==> src/rtl/dma_rdy_pkg.sv <==
package dma_rdy_pkg;

  // Strobes from the control half to the datapath
  typedef struct packed {
    logic cntClr;
    logic cntInc;
  } dp_ctl_t;

  // Status from the datapath back to the control half
  typedef struct packed {
    logic rxEmpty;
    logic rxAtTrig;
    logic txFull;
    logic txRoom;
    logic toHit;
  } dp_stat_t;

endpackage

==> src/rtl/dma_rdy_dp.sv <==
module dma_rdy_dp
  import dma_rdy_pkg::*;
#(
  parameter int DEPTH    = 64,
  parameter int MIN_WORD = 5,
  parameter int PER_BIT  = 4,
  parameter int EXTRA    = 12,
  parameter int LEVEL_W  = $clog2(DEPTH + 1)
) (
  input  logic               clk,
  input  logic               rstN,
  input  logic [LEVEL_W-1:0] rxLevel,
  input  logic [LEVEL_W-1:0] rxTrig,
  input  logic [LEVEL_W-1:0] txLevel,
  input  logic [LEVEL_W-1:0] txTrig,
  input  logic [1:0]         wordLen,
  input  dp_ctl_t            ctl,
  output dp_stat_t           stat
);

  localparam int THR_BASE = PER_BIT * MIN_WORD + EXTRA;
  localparam int THR_MAX  = THR_BASE + PER_BIT * 3;
  localparam int CNT_W    = $clog2(THR_MAX + 1);
  localparam logic [LEVEL_W-1:0] DEPTH_V = LEVEL_W'(DEPTH);

  logic [CNT_W-1:0] idleCnt;
  logic [CNT_W-1:0] idleThr;
  logic [LEVEL_W-1:0] txFree;

  // Idle limit recomputed from the current character length
  assign idleThr = CNT_W'(THR_BASE) + CNT_W'(PER_BIT) * CNT_W'(wordLen);

  always_ff @(posedge clk or negedge rstN) begin
    if (!rstN) begin
      idleCnt <= '0;
    end else if (ctl.cntClr) begin
      idleCnt <= '0;
    end else if (ctl.cntInc && (idleCnt < idleThr)) begin
      idleCnt <= idleCnt + 1'b1;
    end
  end

  assign txFree        = DEPTH_V - txLevel;
  assign stat.rxEmpty  = (rxLevel == '0);
  assign stat.rxAtTrig = (rxLevel >= rxTrig);
  assign stat.txFull   = (txLevel >= DEPTH_V);
  assign stat.txRoom   = (txFree >= txTrig);
  assign stat.toHit    = (idleCnt >= idleThr);

  // a restart strobe leaves the counter at zero
  a_r4_restart_zero: assert property (@(posedge clk) disable iff (!rstN)
    ctl.cntClr |=> (idleCnt == '0));

  // no ticking means no movement
  a_r9_tick_only: assert property (@(posedge clk) disable iff (!rstN)
    (!ctl.cntInc && !ctl.cntClr) |=> $stable(idleCnt));

  // counter stops once the limit is reached
  a_r9_saturate: assert property (@(posedge clk) disable iff (!rstN)
    (!ctl.cntClr && stat.toHit) |=> $stable(idleCnt));

endmodule

==> src/rtl/dma_rdy_ctl.sv <==
module dma_rdy_ctl
  import dma_rdy_pkg::*;
(
  input  logic     clk,
  input  logic     rstN,
  input  logic     rxLine,
  input  logic     bitTick,
  input  logic     rxPush,
  input  logic     rxPop,
  input  logic     rxFifoErr,
  input  dp_stat_t stat,
  output dp_ctl_t  ctl,
  output logic     rxReady,
  output logic     txReady,
  output logic     rxTimeout
);

  logic hitOk;
  logic rxClr;
  logic rxSet;
  logic toClr;

  assign ctl.cntClr = !rxLine || rxPush || rxPop || stat.rxEmpty;
  assign ctl.cntInc = bitTick;

  // A pop or empty FIFO in the hit cycle masks the timeout
  assign toClr = rxPop || stat.rxEmpty;
  assign hitOk = stat.toHit && !toClr;
  assign rxClr = stat.rxEmpty || rxFifoErr;
  assign rxSet = stat.rxAtTrig || hitOk || rxTimeout;

  always_ff @(posedge clk or negedge rstN) begin
    if (!rstN) begin
      rxTimeout <= 1'b0;
    end else if (toClr) begin
      rxTimeout <= 1'b0;
    end else if (hitOk) begin
      rxTimeout <= 1'b1;
    end
  end

  always_ff @(posedge clk or negedge rstN) begin
    if (!rstN) begin
      rxReady <= 1'b0;
    end else if (rxClr) begin
      rxReady <= 1'b0;
    end else if (rxSet) begin
      rxReady <= 1'b1;
    end
  end

  always_ff @(posedge clk or negedge rstN) begin
    if (!rstN) begin
      txReady <= 1'b0;
    end else if (stat.txFull) begin
      txReady <= 1'b0;
    end else if (stat.txRoom) begin
      txReady <= 1'b1;
    end
  end

  // trigger reached without a clear sets receive-ready
  a_r2_trig_sets: assert property (@(posedge clk) disable iff (!rstN)
    (stat.rxAtTrig && !stat.rxEmpty && !rxFifoErr) |=> rxReady);

  // timeout only rises after the datapath reported the limit
  a_r3_rise_from_hit: assert property (@(posedge clk) disable iff (!rstN)
    $rose(rxTimeout) |-> $past(stat.toHit));

  // timeout holds without pop or empty
  a_r5_hold: assert property (@(posedge clk) disable iff (!rstN)
    (rxTimeout && !rxPop && !stat.rxEmpty) |=> rxTimeout);

  // pop drops the timeout
  a_r5_pop_clears: assert property (@(posedge clk) disable iff (!rstN)
    rxPop |=> !rxTimeout);

  // empty FIFO drops receive-ready
  a_r6_empty_clears: assert property (@(posedge clk) disable iff (!rstN)
    stat.rxEmpty |=> !rxReady);

  // error summary drops receive-ready
  a_r7_err_clears: assert property (@(posedge clk) disable iff (!rstN)
    rxFifoErr |=> !rxReady);

  // full transmit FIFO drops transmit-ready
  a_r8_full_clears: assert property (@(posedge clk) disable iff (!rstN)
    stat.txFull |=> !txReady);

endmodule

==> src/rtl/dma_rdy_gen.sv <==
module dma_rdy_gen
  import dma_rdy_pkg::*;
#(
  parameter int DEPTH   = 64,
  parameter int LEVEL_W = $clog2(DEPTH + 1)
) (
  input  logic               clk,
  input  logic               rstN,
  input  logic [LEVEL_W-1:0] rxLevel,
  input  logic [LEVEL_W-1:0] rxTrig,
  input  logic [LEVEL_W-1:0] txLevel,
  input  logic [LEVEL_W-1:0] txTrig,
  input  logic [1:0]         wordLen,
  input  logic               rxLine,
  input  logic               bitTick,
  input  logic               rxPush,
  input  logic               rxPop,
  input  logic               rxFifoErr,
  output logic               rxReady,
  output logic               txReady,
  output logic               rxTimeout
);

  dp_ctl_t  dpCtl;
  dp_stat_t dpStat;

  dma_rdy_dp #(
    .DEPTH   (DEPTH),
    .LEVEL_W (LEVEL_W)
  ) u_dp (
    .clk     (clk),
    .rstN    (rstN),
    .rxLevel (rxLevel),
    .rxTrig  (rxTrig),
    .txLevel (txLevel),
    .txTrig  (txTrig),
    .wordLen (wordLen),
    .ctl     (dpCtl),
    .stat    (dpStat)
  );

  dma_rdy_ctl u_ctl (
    .clk       (clk),
    .rstN      (rstN),
    .rxLine    (rxLine),
    .bitTick   (bitTick),
    .rxPush    (rxPush),
    .rxPop     (rxPop),
    .rxFifoErr (rxFifoErr),
    .stat      (dpStat),
    .ctl       (dpCtl),
    .rxReady   (rxReady),
    .txReady   (txReady),
    .rxTimeout (rxTimeout)
  );

  // outputs stay low while reset is held
  always_comb begin
    if (!rstN) begin
      a_r1_reset_low: assert (!rxReady && !txReady && !rxTimeout);
    end
  end

endmodule

==> config.mk <==
export PLATFORM = sky130hd
export DESIGN_NAME = dma_rdy_gen
export DESIGN_NICKNAME = d
export VERILOG_FILES = /design/src/rtl/dma_rdy_pkg.sv /design/src/rtl/dma_rdy_dp.sv /design/src/rtl/dma_rdy_ctl.sv /design/src/rtl/dma_rdy_gen.sv
export SDC_FILE = /design/constraint.sdc
export NUM_CORES = 1
export LEC_CHECK = 0
export ABC_AREA = 0
export BUFFER_PORTS_ARGS = -buffer_cell sky130_fd_sc_hd__buf_2
export CAP_MARGIN = 10
export CELL_PAD_IN_SITES_DETAIL_PLACEMENT = 0
export CELL_PAD_IN_SITES_GLOBAL_PLACEMENT = 1
export CORE_MARGIN = 8
export CORE_UTILIZATION = 34
export DETAILED_ROUTE_END_ITERATION = 10
export PLACE_DENSITY_LB_ADDON = 0.12
export SETUP_SLACK_MARGIN = 0.5
export SLEW_MARGIN = 20
export SYNTH_ARGS = -nofsm -noshare
export SYNTH_HDL_FRONTEND = slang
export SYNTH_SLANG_ARGS = --single-unit
==> constraint.sdc <==
create_clock -name clk -period 2 [get_ports clk]
set_clock_uncertainty 0.1 [all_clocks]
set_input_delay 0 -clock clk [delete_from_list [all_inputs] [get_ports clk]]
set_output_delay 0 -clock clk [all_outputs]
set_load 0.005 [all_outputs]
## Word-level counts from Yosys, hierarchy flattened

Cells that the tools add are included.

| word-level totals | value |
|---|---|
| register bits | 9 |
| logic and storage cells | 36 |

| cells by class | value |
|---|---|
| order comparisons | 5 |
| add/sub/neg operators | 3 |
| reductions and logical operators | 16 |
| mux-type cells | 8 |

Operators by type and width:

| cell | number |
|---|---|
| 7-bit greater-or-equal comparator | 2 |
| 6-bit 2-to-1 mux | 2 |
| 2-bit nonzero test | 4 |
| 7-bit greater-or-equal comparator, second input constant | 1 |
| 7-bit logical NOT | 1 |
| 1-bit logical OR | 7 |
| 7-bit subtractor, first input constant | 1 |
| 6-bit by 1-bit adder with 6-bit output, second input constant | 1 |
| 6-bit by 4-bit adder with 6-bit output, first input constant | 1 |
| 6-bit greater-or-equal comparator | 1 |
| 6-bit less-than comparator | 1 |
| 1-bit 2-to-1 mux | 6 |
| 1-bit logical AND | 2 |
| 1-bit logical NOT | 2 |

## Logic depth before layout (Yosys ltp)

Gate-level depths: netlist of run 1.

| depth | value |
|---|---|
| depth in word-level cells | 8 |
| mapped depth | 9 |

## Cells and area by module

A second synthesis of run 1 with hierarchy kept.

| unflattened totals | value |
|---|---|
| cell total of the unflattened synthesis | 115 |
| area, all modules | 960.9 um^2 |

By module, submodules not included:

| module | cells an instance | area each (um^2) | sequential area each (um^2) | instances |
|---|---|---|---|---|
| dma_rdy_dp | 103 | 833.3 | 150.1 | 1 |
| dma_rdy_ctl | 12 | 127.6 | 75.1 | 1 |

## Worst setup path before layout of run 1

OpenSTA, ideal clock, no wires.

| path | value |
|---|---|
| path type | register to register |
| from | register u_dp.idleCnt[3] |
| to | register u_dp.idleCnt[3] |
| clock period less this slack | 1.737 ns |
| cell stages (with the launch flop) | 6 |
| data arrival time | 1.558 ns |
| required time | 1.821 ns |
| setup time | 0.079 ns |
| setup slack | 0.263 ns |
| cells stage by stage | dfrtp_1 > ha_1 > nor2b_4 > o31a_4 > or3_1 > a21oi_1 |

| between the ends | value |
|---|---|
| word-level cells in the longest chain between the ends | 3 |
| elaborated cells between the ends (all ways) | 6 |
| those cells by class | 1 x add/sub; 1 x order compare; 2 x mux; 2 x reduce/logical |

Ends and longest elaborated chain:

| what | RTL line | text |
|---|---|---|
| start, declared | dma_rdy_dp.sv:26 | `logic [CNT_W-1:0] idleCnt;` |
| start signal, assigned | dma_rdy_dp.sv:39 | `idleCnt <= idleCnt + 1'b1;` |
| 6-bit by 1-bit adder with 6-bit output or 6-bit less-than comparator (tied branches) | dma_rdy_dp.sv:39, dma_rdy_dp.sv:38 |  |
| 6-bit 2-to-1 mux or 1-bit logical AND (tied branches) | dma_rdy_dp.sv:38 | `end else if (ctl.cntInc && (idleCnt < idleThr)) begin` |
| 6-bit 2-to-1 mux or 2-bit nonzero test (tied branches) | - |  |

Parallel ways exist; a longest one is shown, timed or not. The select of a mux whose other input is x is not followed.
A chain may end at the register's enable or synchronous reset.

## Worst setup path in the final report of run 1

Same ends and word-level chain as after synthesis.

==> flow_summary.rst, run 1 <==
.. list-table::
   :header-rows: 1

   * - Metric
     - Value
   * - Run status
     - complete, no violations
   * - DP HPWL
     - 2070 um
   * - Total clock buffers created by CTS
     - 3
   * - Number of non-filler instances in the completed layout
     - 202
   * - GRT Residual Overflow
     - 0
   * - Syn avg cell area
     - 8.42 um2
   * - Cells after DPL
     - 184
   * - CP Capture Type
     - flip-flop
   * - Number of global-route vias before repair
     - 1095
   * - Share of async-settable or async-resettable flops after synthesis
     - 1.00
   * - Cell area after technology mapping
     - 960 um2
   * - Min cycle time layout
     - 1.72 ns
   * - Cell area after layout
     - 1450 um2
   * - Transition time of the tightest slew-check pin
     - 0.447 ns
   * - Number of inserted diodes
     - 0
   * - Average detailed-routed wire length per instance
     - 13.2 um
   * - Share of synthesized area occupied by flip-flops and latches
     - 0.235
   * - Buffer depth of the longest clock path
     - 2
   * - Slowest Stage Delay on Critical Path
     - 0.41 ns
   * - Area fraction of the dominant cell type after synthesis
     - 0.248
   * - Placement row count
     - 19
   * - Antenna violations before repair
     - 0
   * - Setup total negative slack
     - 0 ns
   * - Reg-to-reg setup timing slack
     - 0.28 ns
   * - Relative slew margins
     - 0.699
   * - Post-layout net count
     - 228
   * - Number of filler instances in the final layout
     - 259
   * - Chip width
     - 69.1 um
   * - Synth cell count leaders
     - 20 x sky130_fd_sc_hd__inv_1, 19 x sky130_fd_sc_hd__ha_1, 9 x sky130_fd_sc_hd__a21oi_1, 9 x sky130_fd_sc_hd__dfrtp_1, 6 x sky130_fd_sc_hd__nand3_1
   * - Clock Pin Slew Worst Setup and Hold Paths
     - 0.07 ns
   * - Global-route wire length before repair
     - 4470 um
   * - Core outline area
     - 2710 um2
   * - Die span in y
     - 69.1 um
   * - Worst Setup Slack, final
     - 0.278 ns
   * - Top_reg_cell synth
     - sky130_fd_sc_hd__dfrtp_1
   * - Library cell contributing the largest single delay on the critical path
     - sky130_fd_sc_hd__dfrtp_1
   * - Leak
     - 0.749 nW
   * - Syn Inst Count
     - 114
   * - Highest clock frequency the design can meet
     - 581 MHz
   * - Worst setup path start
     - u_dp.idleCnt[3]$_DFFE_PN0P_
   * - Cell depth of the worst flop-to-flop path
     - 5
   * - Instance area after placement
     - 1220 um2
   * - Endpoint of the most critical register-to-register path
     - u_dp.idleCnt[3]$_DFFE_PN0P_
   * - Layout overhead on the synthesized area
     - 51.1%
   * - Count of endpoints failing setup in the final report
     - 0
   * - Top cells by area, synth
     - sky130_fd_sc_hd__ha_1 25%, sky130_fd_sc_hd__dfrtp_1 23%, sky130_fd_sc_hd__inv_1 7.8%
   * - Worst flop-to-flop path startpoint
     - u_dp.idleCnt[3]$_DFFE_PN0P_
   * - Pwr per Cell Area
     - 357 nW/um2
   * - Net count after synthesis
     - 170
   * - Peak ir drop on the vdd network
     - 318 uV
   * - Count of state elements after synthesis
     - 9
   * - Cell family contributing the most delay on the critical path
     - simple AND/OR/NAND/NOR gates
   * - Min-delay worst type
     - primary input to async pin
   * - Number of vias per cell after detailed routing
     - 5.04
   * - Number of synthesized flops with an enable pin
     - 0
   * - Required time worst endpoint
     - 2.10 ns
   * - Buffers plus inverters on the worst setup path
     - 0
   * - Number of hold violations in the final report
     - 0
   * - Type of the worst setup path
     - flip-flop to flip-flop
   * - Area taken by flip-flops and latches
     - 225 um2
   * - Number of DRC markers in iteration 0
     - 35
   * - Post-route fraction of the period consumed by the critical path
     - 0.861
   * - Worst setup slack before clock tree synthesis
     - 0.174 ns
   * - Synth warnings
     - 0
   * - Clock tree sinks
     - 9
   * - Dominant cell by count in the synthesized netlist
     - sky130_fd_sc_hd__inv_1
   * - Number of antenna-violating nets in the routed design
     - 0
   * - Area leader, netlist
     - sky130_fd_sc_hd__ha_1
   * - Largest net degree at the start of global routing
     - 10
   * - Number of iterations in the first detailed-routing pass
     - 4
   * - Arrival time of data at the critical path endpoint
     - 1.82 ns
   * - Area used by multi-input combinational logic
     - 743 um2
   * - Distinct cell type count of the synthesized netlist
     - 33
   * - Number of levels the H-tree was split into
     - 1
   * - WL final
     - 2660 um
   * - Input/output buffers
     - 39
   * - Critical Path Start Type
     - flip-flop
   * - Unrepaired setup endpoints after global routing
     - yes
   * - Maximum fanout encountered on the critical timing path
     - 7
   * - Drt drc
     - 0
   * - Via count
     - 1018
   * - Clk Tree Root Cell
     - sky130_fd_sc_hd__clkbuf_4
   * - Total die area
     - 4780 um2
   * - Sequence of cells on the critical path
     - ha_4, nor2b_4, o31a_4, or3_1, a21oi_1
   * - Share of the core filled with cells in the final layout
     - 0.535
   * - Source-to-sink clock delay at the later pin of the worst-skew pair
     - 0.27 ns
   * - Minimum hold slack
     - 0.0100 ns
   * - Routability Congestion
     - 0.788
   * - CTS tree
     - built
   * - Number of max-capacitance violations reported
     - 0
   * - Final max-slew violation count
     - 0
   * - Initial standard-cell utilization of the core
     - 0.354
   * - GR Util All Layers
     - 0.107
   * - Ports placed on the boundary
     - 40
   * - Fraction of final layout cells with drive strength greater than 1
     - 0.404
   * - Overall power consumption
     - 0.518 mW
[layout by cell type (no fill, tap or decap), types with 2 or more instances in the layout]
cell                            Yosys  routed
sky130_fd_sc_hd__ha_1              19      16
sky130_fd_sc_hd__nor3_1             5       3
sky130_fd_sc_hd__a21o_1             2       2
sky130_fd_sc_hd__nand2b_1           2       2
sky130_fd_sc_hd__dfrtp_1            9       9
sky130_fd_sc_hd__nand4_1            5       5
sky130_fd_sc_hd__xnor2_1            3       2
sky130_fd_sc_hd__dlygate4sd3_1      0       6
sky130_fd_sc_hd__o21ai_0            4       3
sky130_fd_sc_hd__buf_2              0      37
sky130_fd_sc_hd__nand3_1            6       6
sky130_fd_sc_hd__ha_4               0       2
sky130_fd_sc_hd__nor3_4             0       2
sky130_fd_sc_hd__nor2_1             4       3
sky130_fd_sc_hd__buf_4              0       8
sky130_fd_sc_hd__buf_6              0       2
sky130_fd_sc_hd__clkbuf_4           0       3
sky130_fd_sc_hd__a21oi_1            9       9
sky130_fd_sc_hd__or3_1              2       2
sky130_fd_sc_hd__inv_2              0       3
sky130_fd_sc_hd__nand2_1            3       2
sky130_fd_sc_hd__xor2_1             2       2
sky130_fd_sc_hd__inv_1             20      17
[worst max-delay path by stage]
stage | slack [ns] | cells past startpoint | endpoint
global placement | 0.18 | 10 | u_ctl.txReady$_DFFE_PN0P_
CTS | 0.27 | 5 | u_dp.idleCnt[4]$_DFFE_PN0P_
global route | 0.24 | 5 | u_dp.idleCnt[3]$_DFFE_PN0P_
detailed placement | 0.17 | 5 | u_dp.idleCnt[3]$_DFFE_PN0P_
floorplan | 0.26 | 5 | u_dp.idleCnt[3]$_DFFE_PN0P_
finish | 0.28 | 5 | u_dp.idleCnt[3]$_DFFE_PN0P_
[cell type report]
cell class / count / share of cell area
repair buffers: 54 / 0.235
clock inverters: 1 / 0.00345
clock buffers: 3 / 0.0155
well taps: 31 / 0.0267
flip-flops and latches: 9 / 0.155
inverters: 20 / 0.0518
multi-input cells: 84 / 0.513
[repair_timing]
| item | 4_1_cts | 5_1_grt |
|---|---|---|
| hold endpoints to repair | 16 | 0 |
| setup endpoints to repair | 8 | 8 |
| gates resized for setup | 4 | 17 |
| hold buffers | 7 | 0 |
| pin swaps | 0 | 16 |
| setup buffers | 1 | 6 |
[report_power, final]
group / leakage, nW / switching, mW / internal (mW)
logic: 0.608 / 0.0828 / 0.0934
registers: 0.123 / 0.00394 / 0.187
clock network: 0.0177 / 0.0765 / 0.0742
[worst reg2reg max path: stages (launching register included)]
cell                      delay, ns
sky130_fd_sc_hd__dfrtp_1       0.41
sky130_fd_sc_hd__ha_4          0.23
sky130_fd_sc_hd__nor2b_4       0.13
sky130_fd_sc_hd__o31a_4        0.30
sky130_fd_sc_hd__or3_1         0.35
sky130_fd_sc_hd__a21oi_1       0.14
[state kept, by name (all words and copies together), names as in the netlist]
| register | count |
|---|---|
| u_ctl.rxTimeout | 1 |
| u_dp.idleCnt | 6 |
| u_ctl.rxReady | 1 |
| u_ctl.txReady | 1 |
[cell families after synthesis]
kind of cell / synth area share
XOR/XNOR: 0.0456
flip-flops: 0.235
adder cells (fa/ha/maj): 0.248
buffers and inverters: 0.0821
AO/OA/AOI/OAI: 0.188
AND/OR/NAND/NOR: 0.202
[routing by layer]
metal / wire [um] / vias to the layer above / global-route usage
li1: - / 525 / -
met1: 1150 / 463 / 0.112
met2: 1380 / 26 / 0.204
met3: 106 / 4 / 0.0200
met4: 25 / 0 / 0.0410
met5: 0 / - / 0
(Power assumes the default switching activity.)
==> inputs of run 2 (changes only) <==
--- a/config.mk
+++ b/config.mk
@@ -11,9 +11,10 @@
 export CELL_PAD_IN_SITES_DETAIL_PLACEMENT = 0
 export CELL_PAD_IN_SITES_GLOBAL_PLACEMENT = 1
 export CORE_MARGIN = 8
-export CORE_UTILIZATION = 34
+export CORE_UTILIZATION = 35
+export CTS_BUF_LIST = sky130_fd_sc_hd__clkbuf_8
 export DETAILED_ROUTE_END_ITERATION = 10
-export PLACE_DENSITY_LB_ADDON = 0.12
+export PLACE_DENSITY = 0.87
 export SETUP_SLACK_MARGIN = 0.5
 export SLEW_MARGIN = 20
 export SYNTH_ARGS = -nofsm -noshare
==> flow_summary.rst, run 2 (synthesized netlist as in run 1, its figures left out) <==
.. list-table::
   :header-rows: 1

   * - Metric
     - Value
   * - Relative slew margins
     - 0.651
   * - Number of inserted diodes
     - 0
   * - Clock tree sinks
     - 9
   * - Final max-slew violation count
     - 0
   * - Input/output buffers
     - 39
   * - Worst Setup Slack, final
     - 0.281 ns
   * - Layout overhead on the synthesized area
     - 49.8%
   * - Run status
     - complete, no violations
   * - Most common cell after layout, fill and taps aside
     - sky130_fd_sc_hd__buf_2
   * - Min-delay worst type
     - primary input to async pin
   * - Source-to-sink clock delay at the later pin of the worst-skew pair
     - 0.24 ns
   * - GRT Residual Overflow
     - 0
   * - Number of antenna-violating nets in the routed design
     - 0
   * - Worst setup slack before clock tree synthesis
     - 0.163 ns
   * - Number of iterations in the first detailed-routing pass
     - 4
   * - DP HPWL
     - 2050 um
   * - Min cycle time layout
     - 1.72 ns
   * - Fraction of final layout cells with drive strength greater than 1
     - 0.401
   * - Buffer depth of the longest clock path
     - 2
   * - Core outline area
     - 2690 um2
   * - Post-layout net count
     - 224
   * - Placement row count
     - 19
   * - Number of filler instances in the final layout
     - 248
   * - Unrepaired setup endpoints after global routing
     - yes
   * - Number of DRC markers in iteration 0
     - 39
   * - Highest-count cells in the layout ignoring fill and taps
     - 37 x sky130_fd_sc_hd__buf_2, 17 x sky130_fd_sc_hd__inv_1, 16 x sky130_fd_sc_hd__ha_1
   * - Number of max-capacitance violations reported
     - 0
   * - Area taken by flip-flops and latches
     - 225 um2
   * - Required time worst endpoint
     - 2.06 ns
   * - Arrival time of data at the critical path endpoint
     - 1.78 ns
   * - Total net switching power
     - 0.162 mW
   * - Pwr per Cell Area
     - 402 nW/um2
   * - Type of the worst setup path
     - flip-flop to flip-flop
   * - Ports placed on the boundary
     - 40
   * - CP Capture Type
     - flip-flop
   * - Combinational power share
     - 0.300
   * - Peak ir drop on the vdd network
     - 337 uV
   * - Post-route fraction of the period consumed by the critical path
     - 0.859
   * - Clk Tree Root Cell
     - sky130_fd_sc_hd__clkbuf_8
   * - Count of endpoints failing setup in the final report
     - 0
   * - Critical Path Start Type
     - flip-flop
   * - CTS tree
     - built
   * - Largest net degree at the start of global routing
     - 10
   * - Drt drc
     - 0
   * - Routability Congestion
     - 0.787
   * - Number of hold violations in the final report
     - 0
   * - Area used by multi-input combinational logic
     - 747 um2
   * - GR Util All Layers
     - 0.114
   * - Total clock buffers created by CTS
     - 3
   * - Number of global-route vias before repair
     - 997
   * - Setup total negative slack
     - 0 ns
   * - WL final
     - 2560 um
   * - Clock Pin Slew Worst Setup and Hold Paths
     - 0.05 ns
   * - Average detailed-routed wire length per instance
     - 12.9 um
   * - Number of levels the H-tree was split into
     - 1
   * - Antenna violations before repair
     - 0
   * - Initial standard-cell utilization of the core
     - 0.357
   * - Number of vias per cell after detailed routing
     - 5.14
   * - Via count
     - 1018
   * - Highest clock frequency the design can meet
     - 582 MHz
   * - Net switching share of the total power
     - 0.281
   * - Clk pwr share
     - 0.367
   * - Transition time of the tightest slew-check pin
     - 0.518 ns
   * - Register with the most flip-flops
     - u_dp.idleCnt
   * - Global-route wire length before repair
     - 4150 um
   * - Total die area
     - 4670 um2
   * - Cell-internal power
     - 0.415 mW
   * - Chip width
     - 68.4 um
   * - Leak
     - 0.731 nW
   * - Maximum fanout encountered on the critical timing path
     - 6
   * - Flip-flop count of the largest register after layout
     - 6
   * - Share of total power in sequential cells
     - 0.333
   * - Die span in y
     - 68.4 um
run 2: cell count changes in the layout (fill, tap and decap cells not counted), sizes merged:
cell          before  now
buf               47   44
dlymetal6s4s       1    0
run 2: power by group through the flow:
stage | clock network, mW | registers, mW | logic (mW)
final | 0.212 | 0.192 | 0.173
after global placement | 0 | 0.195 | 0.144
after detailed placement | 0 | 0.194 | 0.150
after global routing | 0.233 | 0.192 | 0.198
after CTS | 0.222 | 0.192 | 0.162
after floorplan | 0 | 0.195 | 0.0813
run 2: worst paths after layout:
kind | from | to | slack [ns] | cells past startpoint
max | u_dp.idleCnt[3]$_DFFE_PN0P_ | u_dp.idleCnt[3]$_DFFE_PN0P_ | 0.28 | 5
max reg2reg | u_dp.idleCnt[3]$_DFFE_PN0P_ | u_dp.idleCnt[3]$_DFFE_PN0P_ | 0.28 | 5
min | rstN | u_dp.idleCnt[5]$_DFFE_PN0P_ | 0.05 | 2
max in group asynchronous | rstN | u_dp.idleCnt[2]$_DFFE_PN0P_ | 1.56 | 2
min reg2reg | u_ctl.rxReady$_DFFE_PN0P_ | u_ctl.rxReady$_DFFE_PN0P_ | 0.43 | 2
min in group clk | rxPush | u_dp.idleCnt[4]$_DFFE_PN0P_ | 0.06 | 3
run 2: worst max-delay path, cell delays in order, from the launching register on:
cell and delay, ns:
sky130_fd_sc_hd__dfrtp_1 0.41, sky130_fd_sc_hd__ha_4 0.23, sky130_fd_sc_hd__nor2b_4 0.12, sky130_fd_sc_hd__o31a_4 0.30
sky130_fd_sc_hd__or3_1 0.36, sky130_fd_sc_hd__a21oi_1 0.13
run 2: layout make-up:
type,instances,share of cell area
well taps,31,0.0270
clock inverters,1,0.00348
inverters,20,0.0522
repair buffers,50,0.212
clock buffers,3,0.0287
flip-flops and latches,9,0.157
multi-input cells,84,0.520
run 2: metrics by stage:
step | hold slack [ns] | instance area [um2] | power, mW | instances | util
after global placement | -0.228 | 1220 | 0.339 | 184 | 0.454
after floorplan | -0.396 | 981 | 0.276 | 114 | -
final | 0.0481 | 1440 | 0.577 | 198 | 0.535
after CTS | 0.0467 | 1370 | 0.576 | 197 | 0.511
after global routing | 0.0604 | 1440 | 0.622 | 198 | 0.535
after detailed placement | -0.232 | 1220 | 0.344 | 184 | 0.454
run 2: routing by layer:
layer,vias up,GRT usage,routed length (um)
li1,522,-,-
met1,464,0.132,1120
met2,30,0.193,1250
met3,2,0.0426,173
met4,0,0.0307,12
met5,-,0,0
run 2: repair_timing:
item / 4_1_cts / 5_1_grt
pin swaps: 1 / 12
hold buffers: 7 / 0
hold endpoints to repair: 13 / 0
setup buffers: 2 / 2
setup endpoints to repair: 8 / 8
resized for setup: 6 / 16
